### config.mk
export PLATFORM = sky130hd
export DESIGN_NAME = mon_entry_ctrl
export DESIGN_NICKNAME = d
export VERILOG_FILES = /design/src/rtl/mon_entry_pkg.sv /design/src/rtl/mon_sync.sv /design/src/rtl/mon_window_cnt.sv /design/src/rtl/mon_entry_fsm.sv /design/src/rtl/mon_entry_ctrl.sv
export SDC_FILE = /design/constraint.sdc
export NUM_CORES = 1
export LEC_CHECK = 0
export BUFFER_PORTS_ARGS = -buffer_cell sky130_fd_sc_hd__buf_2
export CELL_PAD_IN_SITES_DETAIL_PLACEMENT = 1
export CELL_PAD_IN_SITES_GLOBAL_PLACEMENT = 1
export CORE_MARGIN = 3
export CORE_UTILIZATION = 42
export DETAILED_ROUTE_END_ITERATION = 7
export GPL_TIMING_DRIVEN = 1
export PLACE_DENSITY = 0.87
export SKIP_LAST_GASP = 1
export SLEW_MARGIN = 10
export SYNTH_ARGS = -nofsm -noshare
export SYNTH_HDL_FRONTEND = slang
export SYNTH_HIERARCHICAL = 1
export SYNTH_SLANG_ARGS = --single-unit
### constraint.sdc
create_clock -name clk -period 1.8 [get_ports clk]
set_input_delay 0.36 -clock clk [delete_from_list [all_inputs] [get_ports clk]]
set_output_delay 0.36 -clock clk [all_outputs]
set_load 0.02 [all_outputs]
### src/rtl/mon_entry_pkg.sv
package mon_entry_pkg;

   typedef enum logic [1:0] {
      ST_IDLE = 2'd0,
      ST_USER = 2'd1,
      ST_WIN  = 2'd2,
      ST_MON  = 2'd3
   } mon_state_e;

   function automatic logic is_mon(input mon_state_e s);
      return (s == ST_WIN) || (s == ST_MON);
   endfunction

endpackage

### src/rtl/mon_sync.sv
module mon_sync #(
   parameter int               STAGES  = 2,
   parameter int               WIDTH   = 4,
   parameter logic [WIDTH-1:0] RST_VAL = '0
) (
   input  logic             clk,
   input  logic             por,
   input  logic [WIDTH-1:0] d,
   output logic [WIDTH-1:0] q
);

   generate
      if (STAGES < 0) begin : g_bad
         $error("mon_sync: STAGES must not be negative");
      end

      if (STAGES == 0) begin : g_pass
         assign q = d;
      end else begin : g_chain
         logic [WIDTH-1:0] chain [STAGES];
         always_ff @(posedge clk or posedge por) begin
            if (por) begin
               for (int i = 0; i < STAGES; i++) chain[i] <= RST_VAL;
            end else begin
               chain[0] <= d;
               for (int i = 1; i < STAGES; i++) chain[i] <= chain[i-1];
            end
         end
         assign q = chain[STAGES-1];
      end
   endgenerate

endmodule

### src/rtl/mon_window_cnt.sv
module mon_window_cnt #(
   parameter int WIN_CYCLES = 24,
   localparam int CNT_W     = (WIN_CYCLES > 1) ? $clog2(WIN_CYCLES) : 1
) (
   input  logic clk,
   input  logic por,
   input  logic clr,
   input  logic run,
   output logic done
);

   localparam logic [CNT_W-1:0] LAST = CNT_W'(WIN_CYCLES - 1);

   logic [CNT_W-1:0] cnt_q;

   always_ff @(posedge clk or posedge por) begin
      if (por)                     cnt_q <= '0;
      else if (clr)                cnt_q <= '0;
      else if (run && cnt_q != LAST) cnt_q <= cnt_q + 1'b1;
   end

   assign done = run && (cnt_q == LAST);


   cnt_range_chk: assert property (@(posedge clk) disable iff (por)
      cnt_q <= LAST);


   cnt_clr_chk: assert property (@(posedge clk) disable iff (por)
      clr |=> (cnt_q == '0));

endmodule

### src/rtl/mon_entry_fsm.sv
module mon_entry_fsm
   import mon_entry_pkg::*;
(
   input  logic clk,
   input  logic por,
   input  logic s_rst,
   input  logic s_irq,
   input  logic s_rhv,
   input  logic s_mode,
   input  logic vec_blank,
   input  logic win_done,
   output logic win_clr,
   output logic win_run,
   output logic in_mon,
   output logic hv_entry,
   output logic rhv_seen,
   output logic fault
);

   mon_state_e st_q, st_d;
   logic rst_prev_q;
   logic hv_q, hv_d;
   logic blank_q, blank_d;
   logic fault_q, fault_d;
   logic rhv_q, rhv_d;
   logic rst_edge;
   logic locked;

   assign rst_edge = s_rst & ~rst_prev_q;
   assign locked   = blank_q & is_mon(st_q);

   always_comb begin
      st_d    = st_q;
      hv_d    = hv_q;
      blank_d = blank_q;
      fault_d = fault_q;
      if (!s_rst && !locked) begin
         st_d    = ST_IDLE;
         hv_d    = 1'b0;
         blank_d = 1'b0;
      end else begin
         unique case (st_q)
            ST_IDLE: begin
               if (rst_edge) begin
                  fault_d = 1'b0;
                  if (s_irq || vec_blank) begin
                     if (s_mode) begin
                        st_d    = ST_USER;
                        fault_d = 1'b1;
                     end else begin
                        st_d    = ST_WIN;
                        hv_d    = s_irq;
                        blank_d = ~s_irq;
                     end
                  end else begin
                     st_d = ST_USER;
                  end
               end
            end
            ST_WIN: begin
               if (s_mode) begin
                  st_d    = ST_USER;
                  fault_d = 1'b1;
                  hv_d    = 1'b0;
                  blank_d = 1'b0;
               end else if (win_done) begin
                  st_d = ST_MON;
               end
            end
            default: ;
         endcase
      end
   end

   always_comb begin
      if (!is_mon(st_d))                   rhv_d = 1'b0;
      else if (is_mon(st_q) && hv_q && s_rhv) rhv_d = 1'b1;
      else                                 rhv_d = rhv_q;
   end

   always_ff @(posedge clk or posedge por) begin
      if (por) begin
         st_q       <= ST_IDLE;
         rst_prev_q <= 1'b0;
         hv_q       <= 1'b0;
         blank_q    <= 1'b0;
         fault_q    <= 1'b0;
         rhv_q      <= 1'b0;
      end else begin
         st_q       <= st_d;
         rst_prev_q <= s_rst;
         hv_q       <= hv_d;
         blank_q    <= blank_d;
         fault_q    <= fault_d;
         rhv_q      <= rhv_d;
      end
   end

   assign win_clr  = (st_q != ST_WIN);
   assign win_run  = (st_q == ST_WIN);
   assign in_mon   = is_mon(st_q);
   assign hv_entry = hv_q;
   assign rhv_seen = rhv_q;
   assign fault    = fault_q;


   blank_lock_chk: assert property (@(posedge clk) disable iff (por)
      (st_q == ST_MON && blank_q) |=> (st_q == ST_MON));


   fault_user_chk: assert property (@(posedge clk) disable iff (por)
      $rose(fault_q) |-> (st_q == ST_USER));


   entry_edge_chk: assert property (@(posedge clk) disable iff (por)
      (st_q == ST_WIN && $past(st_q) == ST_IDLE) |-> $past(rst_edge));


   entry_kind_chk: assert property (@(posedge clk) disable iff (por)
      in_mon |-> $countones({hv_q, blank_q}) == 1);

endmodule

### src/rtl/mon_entry_ctrl.sv
module mon_entry_ctrl #(
   parameter int          SYNC_STAGES = 2,
   parameter int          WIN_CYCLES  = 24,
   parameter int          PAGE_W      = 8,
   parameter logic [7:0]  PAGE_USER   = 8'hFF,
   parameter logic [7:0]  PAGE_MON    = 8'hFE
) (
   input  logic              clk,
   input  logic              por,
   input  logic              rst_pin_n,
   input  logic              irq_hv,
   input  logic              rst_hv,
   input  logic              vec_blank,
   input  logic              mode_pin,
   output logic              mon_mode,
   output logic              cop_dis,
   output logic              entry_fault,
   output logic [PAGE_W-1:0] vec_page
);

   localparam int SYNC_W = 4;

   generate
      if (WIN_CYCLES < 2) begin : g_win_bad
         $error("mon_entry_ctrl: WIN_CYCLES must be at least 2");
      end
      if (PAGE_W != 8) begin : g_page_bad
         $error("mon_entry_ctrl: PAGE_W must be 8");
      end
      if (PAGE_MON == PAGE_USER) begin : g_page_same
         $error("mon_entry_ctrl: monitor and user pages must differ");
      end
   endgenerate

   logic [SYNC_W-1:0] raw, syn;
   logic s_rst, s_irq, s_rhv, s_mode;
   logic win_clr, win_run, win_done;
   logic in_mon, hv_entry, rhv_seen, fault;

   assign raw = {mode_pin, rst_hv, irq_hv, rst_pin_n};

   mon_sync #(
      .STAGES  (SYNC_STAGES),
      .WIDTH   (SYNC_W),
      .RST_VAL ('0)
   ) u_sync (
      .clk (clk),
      .por (por),
      .d   (raw),
      .q   (syn)
   );

   assign s_rst  = syn[0];
   assign s_irq  = syn[1];
   assign s_rhv  = syn[2];
   assign s_mode = syn[3];

   mon_window_cnt #(
      .WIN_CYCLES (WIN_CYCLES)
   ) u_win (
      .clk  (clk),
      .por  (por),
      .clr  (win_clr),
      .run  (win_run),
      .done (win_done)
   );

   mon_entry_fsm u_fsm (
      .clk       (clk),
      .por       (por),
      .s_rst     (s_rst),
      .s_irq     (s_irq),
      .s_rhv     (s_rhv),
      .s_mode    (s_mode),
      .vec_blank (vec_blank),
      .win_done  (win_done),
      .win_clr   (win_clr),
      .win_run   (win_run),
      .in_mon    (in_mon),
      .hv_entry  (hv_entry),
      .rhv_seen  (rhv_seen),
      .fault     (fault)
   );

   assign mon_mode    = in_mon;
   assign cop_dis     = in_mon & hv_entry & (s_irq | rhv_seen);
   assign entry_fault = fault;
   assign vec_page    = in_mon ? PAGE_MON : PAGE_USER;


   cop_mon_chk: assert property (@(posedge clk) disable iff (por)
      cop_dis |-> mon_mode);


   page_mon_chk: assert property (@(posedge clk) disable iff (por)
      mon_mode |-> (vec_page == PAGE_MON));


   fault_excl_chk: assert property (@(posedge clk) disable iff (por)
      entry_fault |-> !mon_mode);


   cop_hold_chk: assert property (@(posedge clk) disable iff (por)
      (cop_dis && mon_mode && $stable(mon_mode) && rhv_seen) |=> (cop_dis || !mon_mode));

endmodule

# Word level (Yosys, flattened, before mapping)
# Index checks and enable logic that the tools add are counted.
[totals] register_bits=20 in_bits=7 out_inout_bits=11 word_cells=76
[classes] addsub=1 eq_ne=14 mux=28 bitwise=8 reduce_logical=16
[ops] cell="$mux W1" n=16
[ops] cell="$mux W2" n=6
[ops] cell="$mux W5" n=2
[ops] cell="$eq A2 B2 Y1 const B" n=4
[ops] cell="$ne A2 B2 Y1 const B" n=3
[ops] cell="$ne A3 B1 Y1 const B" n=2
[ops] cell="$ne A3 B2 Y1 const B" n=2
[ops] cell="$pmux W1 S2" n=3
[ops] cell="$add A5 B1 Y5 const B" n=1
[ops] cell="$eq A5 B5 Y1 const B" n=1
[ops] cell="$logic_and A1 B1 Y1" n=5
[ops] cell="$ne A5 B5 Y1 const B" n=1
[ops] cell="$reduce_and A5 Y1" n=1
[ops] cell="$and A1 B1 Y1" n=4
[ops] cell="$pmux W2 S2" n=1
[ops] cell="$reduce_and A4 Y1" n=1
[ops] cell="$reduce_bool A2 Y1" n=2
[ops] cell="$logic_or A1 B1 Y1" n=3
[ops] cell="$not A1 Y1" n=3
[ops] cell="$reduce_bool A3 Y1" n=1
[ops] cell="$logic_not A1 Y1" n=2
[ops] cell="$logic_not A2 Y1" n=1
[ops] cell="$ne A2 B1 Y1 const B" n=1
[ops] cell="$or A1 B1 Y1" n=1

# Longest topological paths before layout
# Gate-level depths: netlist (run 1).
[logic_depth] depth_word=9 ltp_mapped=7 mapped_depth_nobuf=6

# Cells and area by module
# The synthesis (run 1) kept the hierarchy.
[modules_own_cells] module="mon_entry_fsm" instances=1 cells_each=39 area_each_um2=414.1 seq_area_each_um2=175.2
[modules_own_cells] module="mon_window_cnt" instances=1 cells_each=28 area_each_um2=277.8 seq_area_each_um2=125.1
[modules_own_cells] module="mon_sync" instances=1 cells_each=13 area_each_um2=234.0 seq_area_each_um2=200.2
[modules_own_cells] module="mon_entry_ctrl" instances=1 cells_each=10 area_each_um2=70.1 seq_area_each_um2=0.0

# Worst setup path before layout (run 1)
# No wires, ideal clock.
[synth_timing] kind="register -> register" start="register u_sync.g_chain.chain, in the netlist u_sync/q[0]" end="register u_fsm.blank_q" arrival_ps=1441 required_ps=1675 setup_slack_ps=234 path_stages_with_launch=5 cell_sequence="dfrtp_1 -> buf_4 -> or3b_4 -> o311ai_4 -> mux2_4"
[synth_between] elab_chain_len=4 elab_cells_between_ends=10 classes_between="eq/ne (4); mux (1); bitwise (1); reduce/logical (4)"
[synth_rtl] element="start, declared" line_no="mon_sync.sv:20" source="logic [WIDTH-1:0] chain [STAGES];"
[synth_rtl] element="$logic_not A1 Y1" line_no="mon_entry_fsm.sv:37" source="if (!s_rst && !locked) begin"
[synth_rtl] element="$logic_and A1 B1 Y1" line_no="mon_entry_fsm.sv:37"
[synth_rtl] element="$ne A3 B1 Y1 (no source line), or another cell as far along"
[synth_rtl] element="$reduce_and A5 Y1 (no source line)"
[synth_rtl] element="end signal, assigned" line_no="mon_entry_fsm.sv:93" source="blank_q <= blank_d;"
[synth_rtl] element="end, declared" line_no="mon_entry_fsm.sv:23" source="logic blank_q, blank_d;"
# Several ways; a longest one is shown, not always the timed one.
# A chain may end at the register's enable or synchronous reset.

# Worst setup path after layout (run 1)
[layout_timing] start="register u_sync.g_chain.chain, in the netlist u_sync/q[0]" end="register u_fsm.hv_q (netlist: u_fsm/hv_entry)"
[layout_between] elab_chain_len=4 elab_cells_between_ends=10 classes_between="eq/ne (4); mux (1); bitwise (1); reduce/logical (4)"
[layout_rtl] element="$logic_not A1 Y1" line_no="mon_entry_fsm.sv:37"
[layout_rtl] element="$logic_and A1 B1 Y1" line_no="mon_entry_fsm.sv:37"
[layout_rtl] element="$ne A3 B1 Y1 (no source line), or another cell as far along"
[layout_rtl] element="$reduce_and A5 Y1 (no source line)"
[layout_rtl] element="end signal, assigned" line_no="mon_entry_fsm.sv:92" source="hv_q <= hv_d;"
[layout_rtl] element="end, declared" line_no="mon_entry_fsm.sv:22" source="logic hv_q, hv_d;"
# Several ways; a longest one is shown, not always the timed one.

==> results of run 1 <==
==> final timing paths <==
kind | to | cells past startpoint | from
worst max-delay path | u_fsm/hv_entry$_DFFE_PP0P_ | 3 | u_sync/q[0]$_DFF_PP0_
worst min-delay path | u_sync/g_chain.chain[5]$_DFF_PP0_ | 1 | irq_hv
worst max register to register | u_fsm/hv_entry$_DFFE_PP0P_ | 3 | u_sync/q[0]$_DFF_PP0_
worst min register to register | u_sync/q[3]$_DFF_PP0_ | 0 | u_sync/g_chain.chain[7]$_DFF_PP0_
max in group asynchronous | u_fsm/fault$_DFFE_PP0P_ | 3 | por
min in group asynchronous | u_win/cnt_q[0]$_DFFE_PP0P_ | 3 | por
==> area by class of cell <==
cell class	count	area, um2
repair buffers	13	75.07
multi-input cells	55	397.9
well taps	28	35.03
clock buffers	3	22.52
flip-flops and latches	20	500.5
clock inverters	1	30.03
inverters	8	30.03
fillers	254	1142
==> repair_timing <==
action                                 in CTS  in global routing
gates resized for setup                     0                  0
hold buffers                                1                  0
buffers inserted                            0                  0
endpoints found under the hold margin      18                  0
==> layout by cell type, fill, tap and decap left out, types with 2 or more instances in the layout <==
| cell | instances |
|---|---|
| a21oi_1 | 6 |
| a31oi_1 | 2 |
| buf_2 | 10 |
| buf_4 | 2 |
| clkbuf_4 | 3 |
| conb_1 | 7 |
| dfrtp_1 | 20 |
| inv_1 | 8 |
| mux2_4 | 2 |
| nand2b_1 | 4 |
| nand3_1 | 2 |
| nand4_1 | 2 |
| nor2_1 | 4 |
| o21ai_0 | 4 |
==> state kept, by name (all words and copies together), names as in the netlist <==
| name | cells |
|---|---|
| u_win/cnt_q | 5 |
| u_sync/g_chain.chain | 4 |
| u_sync/q | 4 |
| u_fsm/st_q | 2 |
| u_fsm/blank_q | 1 |
| u_fsm/fault | 1 |
| u_fsm/hv_entry | 1 |
| u_fsm/rhv_seen | 1 |
| u_fsm/rst_prev_q | 1 |
==> through the flow <==
step	hold slack (ps)	total power, W	area (um2)
after global routing	119.8	0.001137	1091
final	145.8	0.001078	1091
after CTS	136.1	0.001087	1091
after global placement	295.6	0.0007054	1028
after detailed placement	294.4	0.0007150	1028
after floorplan	138.5	0.0006714	1018
==> cell families (layout without fill, tap and decap cells) <==
kind of cell / after synthesis / in the layout / synth area share, %
simple gates: 22 / 22 / 14.57
compound gates: 21 / 21 / 16.46
buf+inv: 21 / 25 / 12.06
flops: 20 / 20 / 50.25
mux: 3 / 3 / 4.146
fa+ha+maj: 1 / 1 / 1.256
other cells: 1 / 7 / 0.3765
xor+xnor: 1 / 1 / 0.8796
==> routing by layer <==
layer / global-route usage (%) / vias up / wire length [um]
met2: 25.79 / 14 / 971
met1: 18.71 / 332 / 878
met3: 4.087 / 4 / 80
met5: 0 / - / 0
li1: - / 315 / -
met4: 7.884 / 0 / 33
==> power by group through the flow <==
stage	registers (W)	logic, W	clock network [W]
6_report	0.000513	0.000195	0.000369
5_1_grt	0.000521	0.000214	0.000402
4_1_cts	0.000514	0.000196	0.000378
3_5_place_dp	0.000522	0.000193	0
3_3_place_gp	0.000520	0.000185	0
2_1_floorplan	0.000522	0.000149	0
==> impl_results.md, run 1 <==
- Status: completed
- Vias per Instance: 5.195
- Number of global-route vias before repair: 719
- CP Cell Sequence: or3b_4 -> o311ai_4 -> mux2_4
- Clk_lat worst skew: 310 ps
- Root Driver: clkbuf_4
- Post-synth cell types: 35
- Part of the power in the clock network: 34.2%
- Max Cap Violations: 0
- Critical path required time: 2010 ps
- Max Root-Sink Buffers: 2
- Crit start category: flop
- Logic pwr share: 18.1%
- Switching pwr: 0.0002911 W
- Rows: 17
- Setup crit end kind: flop
- Final Critical Period: 1644 ps
- Yosys top cell area share: 50.25%
- Cts bufs inserted: 3
- Fraction of registers with async set or reset after synthesis: 100.0%
- RSZ-0062 raised after global routing: false
- Post-synthesis cell area: 996.0 um2
- Top_reg_cell synth: dfrtp_1
- First-pass GRT wire length: 3.229 mm
- Hold Path Class: in2reg
- Register bit total from synthesis: 20
- Fin util: 48.85%
- Dpl cells: 123
- Int Pwr: 0.0007864 W
- Post-route setup TNS: 0 ps
- Routed WL: 1.963 mm
- CTS tree: built
- Max frequency: 0.6081 GHz
- ANT cells: 0
- Die height: 54.70 um
- CP delay by family, top: flip-flops
- Proportion of power drawn by flip-flops and latches: 47.6%
- Cell Pwr Density: 987.6 mW/mm2
- CP bufs+invs: 0
- Final ANT Viol Nets: 0
- H-tree depth: 1
- Flop2flop setup slack: 160 ps
- Starting density of the core: 44.59%
- Post-Layout Cell Count: 128
- Post-synth top area cell: dfrtp_1
- Final period util: 91.35%
- Synth area leaders: dfrtp_1 50%, buf_4 8.3%, a21oi_1 3.0%, inv_1 3.0%, mux2_4 3.0%
- Hold Fails Final Rpt: 0
- Die area: 0.002992 mm2
- Post-synth EDFFs: 0
- Die Width: 54.70 um
- Area Growth Syn to Fin: 9.548%
- Antenna violations before repair: 0
- Aggregate global-route resource usage: 15.70%
- IO buf count: 10
- Most common library cells after synthesis: 20 x dfrtp_1, 11 x buf_4, 8 x inv_1, 6 x a21oi_1
- Synthesized area per cell: 11.07 um2
- Setup CP Type: reg2reg
- Initial DRC count: 10
- Routability Congestion: 0.7787
- Worst-path fanout max: 7
- Via count: 665
- Yosys warnings: 6
- WP data arrival: 1850 ps
- Critical Path Max Stage Delay: 450 ps
- Pre-CTS setup slack: 163.8 ps
- Detailed Place HPWL: 1.457 mm
- Post-Synthesis Cells: 90
- Max-slew violation count: 0
- Setup skew after layout: 4.651 ps
- VDD IR max: 0.0005677 V
- Switching Share: 27.02%
- Nets: 109
- Setup slack after layout: 155.6 ps
- DRC viols: 0
- LEAKAGE: 0.5462 nW
- 1st-pass router iterations: 3
- Avg WL per Cell: 15.34 um
- I/O pins: 18
- Grt total ovfl: 0
- Clk slew on worst S/H paths: 120 ps
- Sequential share of the synthesized area: 50.25%
- Slowest CP cell: dfrtp_1
- Top-count cell post-synth: dfrtp_1
- Final setup fails: 0
- Largest net degree at the start of global routing: 13
- Clk sinks: 20
- Std-Cell Core Area: 0.002233 mm2
- Layout cells sized above 1: 27.00%
(Power assumes the default switching activity.)
==> inputs of run 2 (changes only) <==
--- a/config.mk
+++ b/config.mk
@@ -9,13 +9,12 @@
 export CELL_PAD_IN_SITES_DETAIL_PLACEMENT = 1
 export CELL_PAD_IN_SITES_GLOBAL_PLACEMENT = 1
 export CORE_MARGIN = 3
-export CORE_UTILIZATION = 42
+export CORE_UTILIZATION = 41
 export DETAILED_ROUTE_END_ITERATION = 7
 export GPL_TIMING_DRIVEN = 1
-export PLACE_DENSITY = 0.87
+export PLACE_DENSITY = 0.86
 export SKIP_LAST_GASP = 1
 export SLEW_MARGIN = 10
 export SYNTH_ARGS = -nofsm -noshare
 export SYNTH_HDL_FRONTEND = slang
-export SYNTH_HIERARCHICAL = 1
 export SYNTH_SLANG_ARGS = --single-unit
==> run 2 against run 1 <==
Against the previous run:
- sequential power down 3%
- register-to-register slack better by 120 ps
- power is 20% lower
- clock power shrank 29%
- critical path depth unchanged
- via count increased by 0.60%
- synthesized cell count decreased by 3.3%
- clock-buffer cell count increased by 1
- combinational power is 46% lower
- utilization is 1.4 points higher
- critical endpoint is now cop_dis
==> impl_results.md, run 2 <==
- Routed WL: 1.955 mm (-0.41%)
- Max Root-Sink Buffers: 2 (unchanged)
- Crit start category: flop
- Post-CTS sizing: 0 (unchanged)
- Root Driver: clkbuf_4
- 1st-pass router iterations: 4 (+1)
- Setup skew after layout: 3.947 ps (-0.7034 ps)
- Die Width: 54.45 um (-0.46%)
- Initial DRC count: 2 (-8)
- Hold Path Class: in2async
- ANT cells: 0 (unchanged)
- Grt total ovfl: 0 (unchanged)
- Clk sinks: 20 (unchanged)
- Leading cell type in the layout, fill and taps excluded: dfrtp_1
- Top_reg_cell synth: dfrtp_1
- Reg-to-reg startpoint: u_win.cnt_q[0]$_DFFE_PP0P_
- Cts bufs inserted: 3 (unchanged)
- Post-Synth XOR/XNOR Area: 2.731% (+1.9 points)
- Register bit total from synthesis: 20 (unchanged)
- Most common library cells after synthesis: 20 x dfrtp_1, 7 x buf_4, 5 x nand3_1, 5 x nor2_1
- Max-slew violation count: 0 (unchanged)
- Max frequency: 0.5815 GHz (-4.4%)
- Detailed Place HPWL: 1.442 mm (-1.0%)
- Yosys warnings: 0 (-6)
- Post-Layout Cell Count: 126 (-1.6%)
- Post-route setup TNS: 0 ps (unchanged)
- Setup crit end kind: output pin
- Simple-Gate Fraction of Synth Area: 20.55% (+6.0 points)
- Clk slew on worst S/H paths: 110 ps (about the same)
- Dpl cells: 122 (-0.81%)
- IO buf count: 10 (unchanged)
- Reg-to-Reg End: u_fsm.st_q[0]$_DFF_PP0_
- Mux contribution to synthesized area: 1.170% (-3.0 points)
- Fraction of registers with async set or reset after synthesis: 100.0% (unchanged)
- CTS tree: built
- Total chip power: 0.0008658 W (-20%)
- Synthesized area per cell: 11.06 um2 (about the same)
- VDD IR max: 0.0005516 V (-2.8%)
- Starting density of the core: 46.21% (+1.6 points)
- Final period util: 95.54% (+4.2 points)
- Via count: 669 (+0.60%)
- Dpl cell area: 0.001011 mm2 (-1.7%)
- Design area: 0.001047 mm2 (-4.0%)
- Cells on worst reg2reg path: 4 (+1)
- H-tree depth: 1 (unchanged)
- Critical path required time: 1440 ps (-570 ps)
- Post-synthesis cell area: 962.2 um2 (-3.4%)
- Clk_lat worst skew: 310 ps (about the same)
- DRC viols: 0 (unchanged)
- Worst-path fanout max: 11 (+4)
- Cell Pwr Density: 826.7 mW/mm2 (-16%)
- Final setup fails: 0 (unchanged)
- Die area: 0.002964 mm2 (-0.91%)
- Final Critical Period: 1720 ps (+75.31 ps)
- Antenna violations before repair: 0 (unchanged)
- Avg WL per Cell: 15.52 um (+1.2%)
- Post-synth cell types: 36 (+2.9%)
- WP data arrival: 1360 ps (-490 ps)
- Max Cap Violations: 0 (unchanged)
- Most frequent cells in the layout: 20 x dfrtp_1, 10 x buf_2, 7 x conb_1
- Hold WS: 48.21 ps (-97.57 ps)
- Rows: 16 (-1)
- Routability Congestion: 0.7623 (-2.1%)
- RSZ-0062 raised after global routing: false
- Post-synth EDFFs: 0 (unchanged)
- Post-Synthesis Cells: 87 (-3.3%)
- Yosys top cell area share: 52.02% (+1.8 points)
- Post-synth top area cell: dfrtp_1
- Synth area leaders: dfrtp_1 52%, buf_4 5.5%, nand2b_1 2.6%, nand3_1 2.6%, a21oi_1 2.1%
- Status: completed
- I/O pins: 18 (unchanged)
- Die height: 54.45 um (-0.46%)
- Largest family of logic cells by synthesized area: simple AND/OR/NAND/NOR gates
- Nets: 108 (-0.92%)
- Largest net degree at the start of global routing: 21 (+8)
- Cts hold-fix bufs: 0 (-1)
- Biggest register: u_win.cnt_q
- Final ANT Viol Nets: 0 (unchanged)
- Vias per Instance: 5.310 (+2.2%)
- Area Growth Syn to Fin: 8.842%
- Aggregate global-route resource usage: 15.88% (+0.18 points)
- Layout cells sized above 1: 23.23% (-3.8 points)
- Setup CP Type: reg2out
- First-pass GRT wire length: 3.194 mm (-1.1%)
- Std-Cell Core Area: 0.002082 mm2 (-6.8%)
- Hold Fails Final Rpt: 0 (unchanged)
- Compound-Gate Fraction of Synth Area: 13.13% (-3.3 points)
- Flop2flop setup slack: 280 ps (+120 ps)
- LEAKAGE: 0.5098 nW (-6.7%)
- Top-count cell post-synth: dfrtp_1
- Post-CTS Setup Bufs: 0 (unchanged)
- Number of global-route vias before repair: 679 (-5.6%)
- Post-Synth Adder-Cell Area: 1.300% (+0.044 points)
- Max reg flops: 5 (unchanged)
- Sequential share of the synthesized area: 52.02% (+1.8 points)
## run 2: changes by cell type in the layout (fill, tap and decap cells not counted), moves of 2 or more
cell	change
a21o_1	+2
a21oi_1	-2
inv_1	-5
mux2_4	-2
nand2_1	+3
nand3_1	+3
nand4_1	-2
nor2b_1	+2
nor3_1	+2
o21ai_0	-2
## run 2: logic make-up (layout without fill, tap and decap cells)
logic type | after synthesis | count (layout)
flops | 20 | 20
other cells | 1 | 7
fa+ha+maj | 1 | 1
compound gates | 17 | 17
buf+inv | 13 | 19
xor+xnor | 3 | 3
simple gates | 31 | 31
mux | 1 | 1
## run 2: how the worst max path moves through the flow
stage                                         end  depth (start not counted)  slack, ps                       start
after floorplan           u_fsm.st_q[0]$_DFF_PP0_                          4        410  u_win.cnt_q[0]$_DFFE_PP0P_
after global placement    u_fsm.st_q[0]$_DFF_PP0_                          4        390  u_win.cnt_q[0]$_DFFE_PP0P_
after detailed placement  u_fsm.st_q[0]$_DFF_PP0_                          4        320  u_win.cnt_q[0]$_DFFE_PP0P_
after CTS                                 cop_dis                          3         60     u_fsm.st_q[1]$_DFF_PP0_
after global routing                      cop_dis                          3         10     u_fsm.st_q[1]$_DFF_PP0_
final                                     cop_dis                          3         80     u_fsm.st_q[1]$_DFF_PP0_
## run 2: worst max-delay path, cell delays in order (launching register included)
cell     delay, ps
dfrtp_1        550
buf_4          220
o211a_1        130
buf_2          150
## run 2: per-stage QoR
step,setup WS (ps),util [%]
final,80.31,50.30
after global placement,387.9,48.56
after global routing,10.24,50.30
after floorplan,412.9,-
after CTS,55.83,50.30
after detailed placement,324.9,48.56
## run 2: power breakdown
group          internal, W  switching [W]  total (W)
clock network     0.000124       0.000139   0.000263
logic            0.0000416      0.0000648   0.000106
registers         0.000471      0.0000259   0.000497
## run 2: final cells by class
cell class,instances,area [um2]
Clock buffer,4,36.28
Timing Repair Buffer,12,65.06
Tap cell,27,33.78
Fill cell,249,1035
Multi-Input combinational cell,60,400.4
Inverter,3,11.26
Sequential cell,20,500.5
## run 2: routing by layer
layer  wire length [um]  up-vias  track usage, %
li1                   -      313               -
met1                789      333           17.24
met2               1031       18           28.49
met3                 91        5           3.270
met4                 43        0           8.714
met5                  0        -               0
